## src/rtl/spi_stat_pkg.sv

```systemverilog
// Package: shared indices for the receive-side flag array.
// Assumes the two receive-side flags share one clearing access.
package spi_stat_pkg;
    localparam int unsigned RXF_FULL = 0;
    localparam int unsigned RXF_OVR  = 1;
    localparam int unsigned NUM_RXF  = 2;
endpackage

```

## src/rtl/spi_two_step_flag.sv

```systemverilog
// Two-step cleared flag: set by an event, armed by a status read seen while
// set, cleared by the matching second access when armed.
// Assumes strobes are single-cycle; void_cond cancels a pending arm.
module spi_two_step_flag #(
    parameter bit RST_VAL = 1'b0
) (
    input  logic clk,
    input  logic rst_n,
    input  logic set_ev,
    input  logic arm_rd,
    input  logic clr_acc,
    input  logic void_cond,
    output logic flag
);
    logic flag_q, arm_q;

    // Flag register: set beats clear, clear needs a live arm.
    always_ff @(posedge clk) begin
        if (!rst_n)                  flag_q <= RST_VAL;
        else if (set_ev)             flag_q <= 1'b1;
        else if (clr_acc && arm_q)   flag_q <= 1'b0;
    end

    // Arm register: second access or void drops it, qualifying read sets it.
    always_ff @(posedge clk) begin
        if (!rst_n)                      arm_q <= 1'b0;
        else if (clr_acc || void_cond)   arm_q <= 1'b0;
        else if (arm_rd && flag_q)       arm_q <= 1'b1;
    end

    assign flag = flag_q;
endmodule

```

## src/rtl/spi_tx_empty_flag.sv

```systemverilog
// Transmit-empty flag: set when the shifter takes the byte, cleared by a
// data write alone. Assumes single-cycle strobes.
module spi_tx_empty_flag (
    input  logic clk,
    input  logic rst_n,
    input  logic load_ev,
    input  logic wr_acc,
    output logic flag
);
    // Flag register with set priority over the write.
    always_ff @(posedge clk) begin
        if (!rst_n)        flag <= 1'b1;
        else if (load_ev)  flag <= 1'b1;
        else if (wr_acc)   flag <= 1'b0;
    end
endmodule

```

## src/rtl/spi_irq_combine.sv

```systemverilog
// Interrupt combiner: gates the flags with the enables into the two request
// lines. Purely combinational; assumes flags come from registers.
module spi_irq_combine (
    input  logic spi_en,
    input  logic dma_sel,
    input  logic tx_ie,
    input  logic rx_ie,
    input  logic err_ie,
    input  logic tx_empty,
    input  logic rx_full,
    input  logic overrun,
    input  logic mode_fault,
    output logic tx_irq,
    output logic rx_irq
);
    logic data_ok;

    // Request equations.
    always_comb begin
        data_ok = !dma_sel;
        tx_irq  = tx_empty && data_ok && tx_ie && spi_en;
        rx_irq  = (rx_full && data_ok && rx_ie) || ((overrun || mode_fault) && err_ie);
    end
endmodule

```

## src/rtl/spi_stat_irq.sv

```systemverilog
// Top: SPI status flags and interrupt requests. Wraps the flag cells, the
// master-at-fault capture and the request combiner.
// Assumes all strobes and events are single-cycle pulses in the clk domain.
module spi_stat_irq
    import spi_stat_pkg::*;
(
    input  logic clk,
    input  logic rst_n,
    input  logic spi_en,
    input  logic dma_sel,
    input  logic tx_ie,
    input  logic rx_ie,
    input  logic err_ie,
    input  logic is_master,
    input  logic stat_rd,
    input  logic ctrl_wr,
    input  logic rxd_rd,
    input  logic txd_wr,
    input  logic ev_tx_load,
    input  logic ev_rx_done,
    input  logic fault_cond,
    output logic tx_empty,
    output logic rx_full,
    output logic overrun,
    output logic mode_fault,
    output logic fault_master,
    output logic tx_irq,
    output logic rx_irq
);
    logic [NUM_RXF-1:0] rx_set;
    logic [NUM_RXF-1:0] rx_flag;

    // Receive-side set events: overrun needs rx_full already set.
    always_comb begin
        rx_set[RXF_FULL] = ev_rx_done;
        rx_set[RXF_OVR]  = ev_rx_done && rx_flag[RXF_FULL];
    end

    genvar gi;
    generate
        for (gi = 0; gi < NUM_RXF; gi++) begin : g_rxf
            spi_two_step_flag #(.RST_VAL(1'b0)) u_flag (
                .clk       (clk),
                .rst_n     (rst_n),
                .set_ev    (rx_set[gi]),
                .arm_rd    (stat_rd),
                .clr_acc   (rxd_rd),
                .void_cond (1'b0),
                .flag      (rx_flag[gi])
            );
        end
    endgenerate

    spi_two_step_flag #(.RST_VAL(1'b0)) u_fault (
        .clk       (clk),
        .rst_n     (rst_n),
        .set_ev    (fault_cond),
        .arm_rd    (stat_rd),
        .clr_acc   (ctrl_wr),
        .void_cond (fault_cond),
        .flag      (mode_fault)
    );

    spi_tx_empty_flag u_txe (
        .clk     (clk),
        .rst_n   (rst_n),
        .load_ev (ev_tx_load),
        .wr_acc  (txd_wr),
        .flag    (tx_empty)
    );

    // Record the master setting on the rising of the mode fault.
    always_ff @(posedge clk) begin
        if (!rst_n)                        fault_master <= 1'b0;
        else if (fault_cond && !mode_fault) fault_master <= is_master;
    end

    assign rx_full = rx_flag[RXF_FULL];
    assign overrun = rx_flag[RXF_OVR];

    spi_irq_combine u_irq (
        .spi_en     (spi_en),
        .dma_sel    (dma_sel),
        .tx_ie      (tx_ie),
        .rx_ie      (rx_ie),
        .err_ie     (err_ie),
        .tx_empty   (tx_empty),
        .rx_full    (rx_full),
        .overrun    (overrun),
        .mode_fault (mode_fault),
        .tx_irq     (tx_irq),
        .rx_irq     (rx_irq)
    );
endmodule

```

## config.mk

```make
export PLATFORM = sky130hd
export DESIGN_NAME = spi_stat_irq
export DESIGN_NICKNAME = d
export VERILOG_FILES = /design/src/rtl/spi_stat_pkg.sv /design/src/rtl/spi_two_step_flag.sv /design/src/rtl/spi_tx_empty_flag.sv /design/src/rtl/spi_irq_combine.sv /design/src/rtl/spi_stat_irq.sv
export SDC_FILE = /design/constraint.sdc
export NUM_CORES = 1
export LEC_CHECK = 0
export BUFFER_PORTS_ARGS = -buffer_cell sky130_fd_sc_hd__buf_2
export CORE_AREA = 3 3 40 42
export CTS_CLUSTER_SIZE = 10
export DETAILED_ROUTE_END_ITERATION = 12
export DIE_AREA = 0 0 43 45
export MAX_ROUTING_LAYER = met4
export PLACE_DENSITY_LB_ADDON = 0.05
export SYNTH_ARGS = -nofsm -noshare
export SYNTH_HDL_FRONTEND = slang
export SYNTH_SLANG_ARGS = --single-unit
```

## constraint.sdc

```tcl
create_clock -name clk -period 1.3 [get_ports clk]
set_input_delay 0.065 -clock clk [delete_from_list [all_inputs] [get_ports clk]]
set_output_delay 0.065 -clock clk [all_outputs]
set_load 0.01 [all_outputs]
```

### Yosys cells after proc, flatten, opt, wreduce, memory -nomap -nowiden

Index checks and enable logic that the tools add are counted.

| word-level totals | value |
|---|---|
| ROM bits | 0 |
| bits of input ports | 15 |
| memories | 0 |
| output and inout bits | 7 |
| register bits | 8 |
| latch bits | 0 |
| logic and storage cells | 40 |
| bits in writable memories | 0 |

| cells by class | value |
|---|---|
| add/subtract/negate cells | 0 |
| bitwise gates (word level) | 1 |
| eq/ne operators | 0 |
| shift operators | 0 |
| order comparisons | 0 |
| div/mod/pow operators | 0 |
| multipliers | 0 |
| reduce and logical (&&, ||, !) cells | 25 |
| multiplexer cells | 6 |

Operators with widths:

| cell | count |
|---|---|
| 1-bit logical AND | 14 |
| 1-bit two-way mux | 6 |
| 2-bit nonzero test | 3 |
| 2-bit OR reduction | 3 |
| 1-bit logical OR | 3 |
| 1-bit logical NOT | 2 |
| 1-bit NOT | 1 |

### Depth between registers and ports, before layout

Gate-level depths: netlist of run 1.

| depth | value |
|---|---|
| depth after elaboration | 4 |
| mapped depth | 2 |
| gate-level depth less buffers | 2 |

### Cells and area by module

Synthesis of run 1 repeated with hierarchy kept, for this count alone.

| unflattened totals | value |
|---|---|
| cell total of the unflattened synthesis | 35 |
| area, all modules | 344.1 sq um |

Modules (own cells, without submodules):

| module | times used | area each (sq um) | seq. area each (sq um) | cells an instance |
|---|---|---|---|---|
| spi_two_step_flag | 3 | 75.1 | 40.0 | 7 |
| spi_stat_irq | 1 | 61.3 | 20.0 | 7 |
| spi_tx_empty_flag | 1 | 33.8 | 20.0 | 3 |
| spi_irq_combine | 1 | 23.8 | 0.0 | 4 |

### Worst setup path before layout of run 1

OpenSTA, ideal clock, no wires.

| path | value |
|---|---|
| path type | register -> register |
| start point | reg g_rxf[0].u_flag.flag_q |
| end point | reg g_rxf[1].u_flag.flag_q |
| cell stages (with the launch flop) | 3 |
| slack | 0.530 ns |
| required time | 1.185 ns |
| library setup time | 0.115 ns |
| data arrival time | 0.655 ns |
| buffers on the path | 0 |
| period minus slack after synthesis | 0.770 ns |
| cell sequence | dfxtp_1 and3_1 a31o_1 |

| on the way | value |
|---|---|
| longest elaborated chain between the ends | 2 |
| elaborated cells between the ends (all ways) | 3 |
| classes of those cells | 1 x mux; 2 x reduce/logical |

RTL lines:

| what | RTL line | text |
|---|---|---|
| from (decl) | spi_two_step_flag.sv:15 | `logic flag_q, arm_q;` |
| from (signal assigned) | spi_two_step_flag.sv:19 | `if (!rst_n) flag_q <= RST_VAL;` |
| from (signal assigned) | spi_two_step_flag.sv:20 | `else if (set_ev) flag_q <= 1'b1;` |
| from (signal assigned) | spi_two_step_flag.sv:21 | `else if (clr_acc && arm_q) flag_q <= 1'b0;` |
| 1-bit logical AND * | spi_stat_irq.sv:36 | `rx_set[RXF_OVR] = ev_rx_done && rx_flag[RXF_FULL];` |
| 1-bit two-way mux / 2-bit nonzero test (equally long branches) | -- |  |
| to (signal assigned) | spi_two_step_flag.sv:19 |  |
| to (signal assigned) | spi_two_step_flag.sv:20 |  |
| to (signal assigned) | spi_two_step_flag.sv:21 |  |
| to (decl) | spi_two_step_flag.sv:15 |  |

Every way passes the cells marked *; elsewhere a longest branch is shown, timed or not.
A chain may end at the register's enable or synchronous reset.

### Final worst setup path of run 1

| path | value |
|---|---|
| start point | reg u_fault.flag_q, in the netlist u_fault.flag |
| end point | out rx_irq |

| on the way | value |
|---|---|
| longest elaborated chain between the ends | 3 |

RTL lines:

| what | RTL line | text |
|---|---|---|
| from (decl) | spi_two_step_flag.sv:15 |  |
| from (signal assigned) | spi_two_step_flag.sv:19 |  |
| from (signal assigned) | spi_two_step_flag.sv:20 |  |
| from (signal assigned) | spi_two_step_flag.sv:21 |  |
| 1-bit logical OR | spi_irq_combine.sv:22 | `rx_irq = (rx_full && data_ok && rx_ie) \|\| ((overrun \|\| mode_fault) && err_ie);` |
| 1-bit logical AND | spi_irq_combine.sv:22 |  |
| 1-bit logical OR | spi_irq_combine.sv:22 |  |
| to (decl) | spi_stat_irq.sv:28 | `output logic rx_irq` |

No other way between the ends.

==> run_results.csv, run 1 <==
group,metric,value,unit
routing,drtIter0Drc,6,
clock_tree,cts_root_buffer,"clkbuf_4",
sta,tns,0,ns
hold_path,holdCritPathClass,"input port to register",
setup_path,worstPathArrival,0.95,ns
setup_path,slowest_delay,0.34,ns
power_and_ir_drop,power_per_cell_area,1110,mW/mm²
power_and_ir_drop,p_leak,0.238,nW
run,cap_violations,0,
setup_path,cp.buffers_inverters,1,
clock_tree,ctsLongestPathBuffers,2,
routing,via_per_inst,4.61,
floorplan,fp.dieArea,0.00194,mm²
synthesis,synth_cells,34,
routing,wl,838,µm
place,hpwlAfterDp,680,µm
setup_path,timing.critical_path.cells,"o21ai_0 -> nand2_1 -> buf_2",
setup_path,critPathSlowestCell,"dfxtp_1",
setup_path,cp-end-kind,"primary output",
floorplan,chipWidth,43,µm
setup_path,path_max_fanout,5,
routing,drt_first_pass_iters,4,
sta,setup-violations-final,0,
floorplan,fp.dieH,45,µm
sta,period_needed,1.01,ns
global_routing,grt_util_all_layers,10.2,%
sta,slew_headroom,88.8,%
synthesis,synth_seq_cells,8,
synthesis,netlist_top_cells_area,"dfxtp_1 51%, a21oi_1 4.7%, nand2_1 4.7%",
setup_path,crit_type,"register to primary output",
power_and_ir_drop,p_total,0.537,mW
power_and_ir_drop,ir_drop,0.330,mV
sta,finClkSkew,0.00157,ns
global_routing,grt_overflow_total,0,
synthesis,ys_types,16,
sta,finalCritPeriodShare,78.0,%
layout,diodes,0,
sta,rsz0062_at_grt,"false",
clock_tree,numClockSinks,8,
place,portBuffers,21,
sta,setup_slack,0.286,ns
routing,drc_errors,0,
sta,drv_slew,0,
place,pre_cts_ws,0.516,ns
sta,max_freq,986,MHz
floorplan,start_util,24.6,%
clock_tree,cts_resized,0,
routing,routedWlPerCell,11.2,µm
clock_tree,insertion_delay,0.25,ns
layout,area_delta_synth_final,52.6,%
layout,layout.nets,77,
floorplan,coreArea,0.00128,mm²
clock_tree,htree_num_levels,1,
layout,instances_no_fill,75,
global_routing,grt_pass1_wl,1.32,mm
place,dp_cells,70,
setup_path,crit_required,1.24,ns
global_routing,antenna_found_initial,0,
global_routing,grt_pass1_vias,289,
clock_tree,clkTransAtPathRegs,0.05,ns
routing,antenna_left,0,
clock_tree,cts-buffers-inserted,3,
synthesis,syn_nets,49,
synthesis,synth_top_area_share,50.6,%
sta,hold_violations,0,
floorplan,fp-row-count,13,
layout,drive_above_1_share,41.7,%
clock_tree,cts_tree,"built",
global_routing,grt_start_max_net_pins,10,
sta,tightest_slew,0.167,ns
floorplan,io_pins,22,
place,place.gp.congestion,0.660,
synthesis,yosysWarnings,0,
outcome,outcome,"complete, no violations",
synthesis,syn_area,317,µm²
setup_path,critical_path.top_delay_family,"flip-flops",
synthesis,synth_area_per_cell,9.31,µm²
synthesis,synth_top_area_cell,"dfxtp_1",
routing,vias,346,
setup_path,startpoint_type,"register",
synthesis,seq_area_frac_synth,50.6,%
==> synth_stat cells <==
master,instances
nand2_1,4
nor2_1,2
nor4b_2,1
nand3b_1,2
inv_1,2
and3_1,1
a31o_1,1
mux2i_1,1
a31oi_1,2
o21ai_0,1
a21oi_1,3
dfxtp_1,8
nand2b_1,2
o21ai_1,2
and4b_1,1
nor2b_1,1
==> layout by cell type, fill, tap and decap left out, types with 2 or more instances in the layout <==
master         synthesis  final
a21oi_1                3      3
a31oi_1                2      2
buf_2                  0     21
clkbuf_4               0      3
dfxtp_1                8      8
dlygate4sd3_1          0      2
inv_1                  2      2
nand2_1                4      4
nand2b_1               2      2
nand3b_1               2      2
nor2_1                 2      2
o21ai_1                2      2
==> final timing paths <==
kind	start	end	slack, ns	cells past startpoint
setup / recovery	u_fault.flag$_SDFFE_PN0P_	rx_irq	0.29	3
hold / removal	fault_cond	u_fault.arm_q$_SDFFE_PP0P_	0.02	2
setup reg to reg	g_rxf[0].u_flag.flag$_SDFFE_PN0P_	g_rxf[1].u_flag.flag$_SDFFE_PN0P_	0.51	2
hold reg to reg	g_rxf[0].u_flag.arm_q$_SDFFE_PP0P_	g_rxf[0].u_flag.flag$_SDFFE_PN0P_	0.45	1
==> stage by stage <==
step | hold WS (ns) | utilization, % | area (µm²)
2_1_floorplan | 0.136 | - | 317
3_3_place_gp | 0.252 | 34.3 | 440
3_5_place_dp | 0.252 | 34.3 | 440
4_1_cts | 0.00994 | 37.6 | 483
5_1_grt | 0.0115 | 37.6 | 483
6_report | 0.0193 | 37.6 | 483
==> cell families after synthesis <==
| family | count (synthesis) | synth area share, % |
|---|---|---|
| AOI/OAI and AO/OA | 9 | 16.2 |
| buffers and inverters | 2 | 2.37 |
| DFF | 8 | 50.6 |
| muxes | 1 | 3.16 |
| and+or+nand+nor | 14 | 27.7 |
==> area by class of cell <==
class	instances	area [µm²]
Tap cell	15	18.8
Inverter	2	7.51
Fill cell	139	802
Clock buffer	3	22.5
Multi-Input combinational cell	24	149
Sequential cell	8	160
Timing Repair Buffer	23	125
==> sequential cells by signal, summed over array words and instances, names as in the netlist <==
signal,cells
u_fault.flag,1
fault_master,1
g_rxf.u_flag.flag,2
g_rxf.u_flag.arm_q,2
u_fault.arm_q,1
u_txe.flag,1
==> timing repair <==
item	CTS	global route
hold endpoints to repair	2	0
hold buffers	2	0
buffers inserted	0	0
==> where the power goes <==
part           internal [mW]  switching, mW  total (mW)
clock                  0.105         0.0815       0.187
sequential             0.258         0.0108       0.269
combinational         0.0443         0.0366      0.0810
==> metal layers <==
metal	vias up	share of wire (%)	GRT usage, %
met2	18	48	14.1
met4	0	0	9.04
met1	155	41	11.1
met5	-	0	-
met3	0	11	4.38
li1	173	-	-
==> worst register-to-register path, cell delays in order, from the launching register on <==
cell     delay, ns
dfxtp_1       0.34
and3_1        0.15
a31o_1        0.18
Note: power is estimated with default switching activity, not from simulation.
==> run 2, diff against run 1 <==
- clock period: 1.3 -> 1 ns (I/O delays scaled with it)
==> run 2 against run 1 <==
Compared with the run above: flip-flop and latch count stayed put; global-route usage is 0.85 points lower; hold slack worse by 0.0093 ns; first-iteration DRC count is 17% higher; combinational power is 31% higher; register-to-register slack worse by 0.28 ns; die area stayed put; non-clock buffer count stayed put; clock skew is 0.00070 ns lower; design area is 1.6% higher; power is 30% higher; critical endpoint is now tx_irq; highest routed layer unchanged.
==> run_results.csv, run 2 (synthesis results as in run 1) <==
group,metric,value,unit
setup_path,crit_type,"register to primary output",
sta,finalCritPeriodShare,94.5,%
layout,instances_no_fill,75,
global_routing,grt_start_max_net_pins,10,
global_routing,grt_pass1_vias,289,
clock_tree,insertion_delay,0.24,ns
global_routing,grt_util_all_layers,9.36,%
setup_path,slowest_delay,0.34,ns
floorplan,coreArea,0.00128,mm²
clock_tree,cts_root_buffer,"clkbuf_4",
setup_path,cp-end-kind,"primary output",
run,cap_violations,0,
place,pre_cts_ws,0.222,ns
global_routing,grt_overflow_total,0,
setup_path,path_max_fanout,3,
sta,tightest_slew,0.165,ns
floorplan,start_util,24.6,%
routing,via_per_inst,4.43,
hold_path,hold_depth,2,
sta,setup_slack,0.0549,ns
power_and_ir_drop,p_total,0.697,mW
routing,routedWlPerCell,10.4,µm
power_and_ir_drop,p_leak,0.240,nW
routing,drtIter0Drc,7,
place,dp_cells,70,
layout,reg.largest.list,"g_rxf.u_flag.arm_q: 2 flops, g_rxf.u_flag.flag: 2 flops",
sta,slew_headroom,89.0,%
layout,layout_common_cells,"21 x buf_2, 5 x dfxtp_1, 4 x nand2_1",
sta,drv_slew,0,
power_and_ir_drop,ir_drop,0.869,mV
setup_path,timing.critical_path.cells,"and4b_1 -> buf_2",
layout,multi_input_area,153,µm²
routing,antenna_left,0,
floorplan,io_pins,22,
place,portBuffers,21,
setup_path,critPathSlowestCell,"dfxtp_1",
routing,vias,332,
setup_path,rrSetupSlack,0.23,ns
global_routing,antenna_found_initial,0,
sta,max_freq,1060,MHz
sta,hold_violations,0,
layout,diodes,0,
clock_tree,cts_tree,"built",
sta,setup-violations-final,0,
clock_tree,ctsLongestPathBuffers,2,
floorplan,chipWidth,43,µm
power_and_ir_drop,power_per_cell_area,1420,mW/mm²
setup_path,worstPathArrival,0.90,ns
clock_tree,htree_num_levels,1,
layout,fin_util,38.2,%
layout,drive_above_1_share,48.3,%
floorplan,fp-row-count,13,
sta,tns,0,ns
routing,wl,781,µm
global_routing,grt_pass1_wl,1.26,mm
outcome,outcome,"complete, no violations",
place,hpwlAfterDp,641,µm
clock_tree,cts-buffers-inserted,3,
layout,seq_area,164,µm²
clock_tree,clkTransAtPathRegs,0.05,ns
routing,drt_first_pass_iters,4,
layout,layout.nets,77,
clock_tree,numClockSinks,8,
setup_path,startpoint_type,"register",
floorplan,fp.dieH,45,µm
sta,period_needed,0.945,ns
place,place.gp.congestion,0.666,
sta,rsz0062_at_grt,"false",
sta,finClkSkew,0.000868,ns
layout,fillerInstances,139,
routing,drc_errors,0,
setup_path,crit_required,0.95,ns
layout,final_common_cell,"buf_2",
setup_path,r2r_cells,2,
hold_path,holdCritPathClass,"input port to register",
floorplan,fp.dieArea,0.00194,mm²
layout,area_delta_synth_final,54.9,%
## run 2: report_power, final
group	total (mW)	switching [mW]	leakage [nW]	internal, mW
Sequential	0.352	0.0150	0.0665	0.337
Clock	0.238	0.101	0.0138	0.137
Combinational	0.106	0.0473	0.159	0.0588
Total	0.697	0.164	0.240	0.533
## run 2: critical path: cells and delay by family (launching register included)
kind / cells / cell delay [ns]
buf+inv: 1 / 0.12
flops: 1 / 0.34
simple gates: 1 / 0.19
## run 2: final timing paths
| path | from | to |
|---|---|---|
| worst max-delay path | u_txe.flag$_SDFFE_PP1P_ | tx_irq |
| worst min-delay path | fault_cond | u_fault.arm_q$_SDFFE_PP0P_ |
| worst max register to register | g_rxf[0].u_flag.flag$_SDFFE_PN0P_ | g_rxf[1].u_flag.flag$_SDFFE_PN0P_ |
| worst min register to register | g_rxf[0].u_flag.arm_q$_SDFFE_PP0P_ | g_rxf[0].u_flag.flag$_SDFFE_PN0P_ |
## run 2: final cells by class
cell class	instances	area share, %
multi-input cells	24	31.1
flip-flops and latches	8	33.4
well taps	15	3.83
repair buffers	23	25.5
inverters	2	1.53
clock buffers	3	4.59
## run 2: layer usage
metal | wire length [µm] | part of all wire [%] | up-vias | global-route usage, %
li1 | - | - | 173 | -
met1 | 336 | 43 | 139 | 10.4
met2 | 337 | 43 | 20 | 13.5
met3 | 106 | 14 | 0 | 4.78
met4 | 0 | 0 | 0 | 5.42
met5 | 0 | 0 | - | -
## run 2: stage by stage
stage                     cell area (µm²)  hold slack (ns)
after global placement                440            0.239
after CTS                             483          0.00165
final                                 490           0.0101
after detailed placement              440            0.243
after global routing                  490           0.0212
after floorplan                       317            0.121
## run 2: repair_timing
action                                 in CTS  in global routing
setup buffers                               0                  0
hold buffers                                2                  0
pin swaps                                   0                  1
endpoints found under the hold margin       2                  0
setup endpoints to repair                   1                  1
resized for setup                           1                  4
==> run 3, diff against run 2 <==
--- a/config.mk
+++ b/config.mk
@@ -14,2 +14,3 @@
 export PLACE_DENSITY_LB_ADDON = 0.05
+export REMOVE_ABC_BUFFERS = 1
 export SYNTH_ARGS = -nofsm -noshare
--- a/constraint.sdc
+++ b/constraint.sdc
@@ -3,2 +3,2 @@
 set_output_delay 0.05 -clock clk [all_outputs]
-set_load 0.01 [all_outputs]
+set_load 0.1 [all_outputs]
==> run 3 against run 2 <==
Compared with the run above: via count is 6.0% higher; critical path type unchanged; flip-flop and latch count stayed put; the run now ends with negative setup slack left; utilization is 13 points higher; wire length is 10% higher; combinational power grew to 3.2 times the previous value; largest power group unchanged.
==> run_results.csv, run 3 (synthesis results as in run 1) <==
group,metric,value,unit
layout,final_common_cell,"buf_2",
clock_tree,ctsLongestPathBuffers,2,
sta,holdWs,0.0394,ns
hold_path,holdCritPathClass,"input port to register",
floorplan,chipWidth,43,µm
sta,hold_violations,0,
place,hpwlAfterDp,675,µm
setup_path,startpoint_type,"register",
setup_path,slowest_delay,0.32,ns
outcome,outcome,"complete, but fails checks",
layout,fillerInstances,122,
routing,via_per_inst,4.29,
setup_path,path_max_fanout,2,
routing,routedWlPerCell,10.5,µm
routing,drc_errors,0,
setup_path,cp-end-kind,"primary output",
floorplan,io_pins,22,
layout,diodes,0,
routing,antenna_left,0,
routing,drtIter0Drc,4,
sta,max_freq,957,MHz
sta,period_needed,1.04,ns
floorplan,fp.dieH,45,µm
setup_path,crit_type,"register to primary output",
sta,tns,-0.0579,ns
place,place.gp.congestion,0.709,
sta,drv_slew,0,
setup_path,critPathSlowestCell,"dfxtp_2",
routing,drt_first_pass_iters,3,
clock_tree,insertion_delay,0.26,ns
sta,setup-violations-final,2,
power_and_ir_drop,ir_drop,0.688,mV
setup_path,crit_required,0.95,ns
sta,rsz0062_at_grt,"true",
sta,tightest_slew,0.171,ns
global_routing,grt_pass1_vias,312,
sta,setup_slack,-0.0447,ns
layout,area_delta_synth_final,109,%
global_routing,antenna_found_initial,0,
power_and_ir_drop,power_per_cell_area,1410,mW/mm²
clock_tree,cts-buffers-inserted,3,
layout,drive_above_1_share,53.7,%
power_and_ir_drop,p_leak,0.303,nW
clock_tree,clkTransAtPathRegs,0.06,ns
clock_tree,numClockSinks,8,
place,portBuffers,21,
floorplan,fp-row-count,13,
sta,slew_headroom,88.6,%
layout,reg.largest.list,"g_rxf.u_flag.arm_q: 2 flops, g_rxf.u_flag.flag: 2 flops",
setup_path,worstPathArrival,0.99,ns
clock_tree,cts_root_buffer,"clkbuf_4",
clock_tree,htree_num_levels,1,
global_routing,grt_pass1_wl,1.36,mm
sta,finClkSkew,0.00570,ns
layout,layout.nets,84,
routing,wl,862,µm
floorplan,fp.dieArea,0.00194,mm²
run,cap_violations,0,
clock_tree,cts_tree,"built",
global_routing,grt_overflow_total,0,
layout,layout_common_cells,"14 x buf_2, 7 x buf_12, 5 x buf_4",
floorplan,coreArea,0.00128,mm²
place,pre_cts_ws,0.105,ns
outcome,violations,"negative setup slack",
floorplan,start_util,24.6,%
global_routing,grt_util_all_layers,10.6,%
setup_path,timing.critical_path.cells,"and4b_1 -> buf_12",
routing,vias,352,
sta,finalCritPeriodShare,104,%
global_routing,grt_start_max_net_pins,10,
-- run 3: cell count changes in the layout (fill, tap and decap cells not counted), moves of 2 or more --
cell	delta
buf_2	-7
dfxtp_4	+2
buf_4	+5
buf_12	+7
dlygate4sd3_1	+2
-- run 3: cell type report --
type	count	area [µm²]	area share, %
clock buffer	3	22.5	3.40
inverter	2	7.51	1.13
multi-input combinational	24	155	23.4
sequential	8	170	25.7
tap	15	18.8	2.84
timing repair buffer	30	288	43.5
-- run 3: per-layer routing --
| metal | share of wire (%) | GRT usage [%] | vias up |
|---|---|---|---|
| met1 | 41 | 10.5 | 142 |
| li1 | - | - | 188 |
| met4 | 3.2 | 10.8 | 0 |
| met5 | 0 | - | - |
| met3 | 13 | 5.18 | 3 |
| met2 | 43 | 14.7 | 19 |
-- run 3: worst paths after layout --
check / startpoint / endpoint / slack [ns] / cells after the start
worst min register to register: u_fault.arm_q$_SDFFE_PP0P_ / u_fault.flag$_SDFFE_PN0P_ / 0.43 / 1
worst max register to register: u_fault.flag$_SDFFE_PN0P_ / fault_master$_SDFFE_PN0P_ / 0.11 / 3
worst min-delay path: is_master / fault_master$_SDFFE_PN0P_ / 0.04 / 3
worst max-delay path: u_txe.flag$_SDFFE_PP1P_ / tx_irq / -0.04 / 2
-- run 3: critical path: cells and delay by family, from the launching register on --
family / cells / cell delay, ns
buffers and inverters: 1 / 0.19
DFF: 1 / 0.32
and+or+nand+nor: 1 / 0.23
-- run 3: what timing repair did --
| action | in CTS | in global routing |
|---|---|---|
| pin swaps | 3 | 2 |
| gates resized for setup | 8 | 1 |
| setup buffers | 2 | 2 |
| setup endpoints to repair | 2 | 3 |
| endpoints found under the hold margin | 4 | 0 |
| hold buffers | 4 | 0 |
-- run 3: report_power, final --
part | switching [mW] | internal, mW | leakage [nW]
Sequential | 0.0109 | 0.335 | 0.0668
Combinational | 0.197 | 0.139 | 0.223
Clock | 0.111 | 0.137 | 0.0138
Total | 0.319 | 0.612 | 0.303
-- run 3: stage by stage --
step / utilization [%] / std cells / cell area [µm²] / total power [mW]
global placement: 43.0 / 71 / 553 / 0.655
global route: 51.5 / 82 / 662 / 0.986
finish: 51.5 / 82 / 662 / 0.930
floorplan: - / 34 / 317 / 0.524
CTS: 50.2 / 80 / 646 / 0.942
detailed placement: 43.0 / 71 / 553 / 0.659
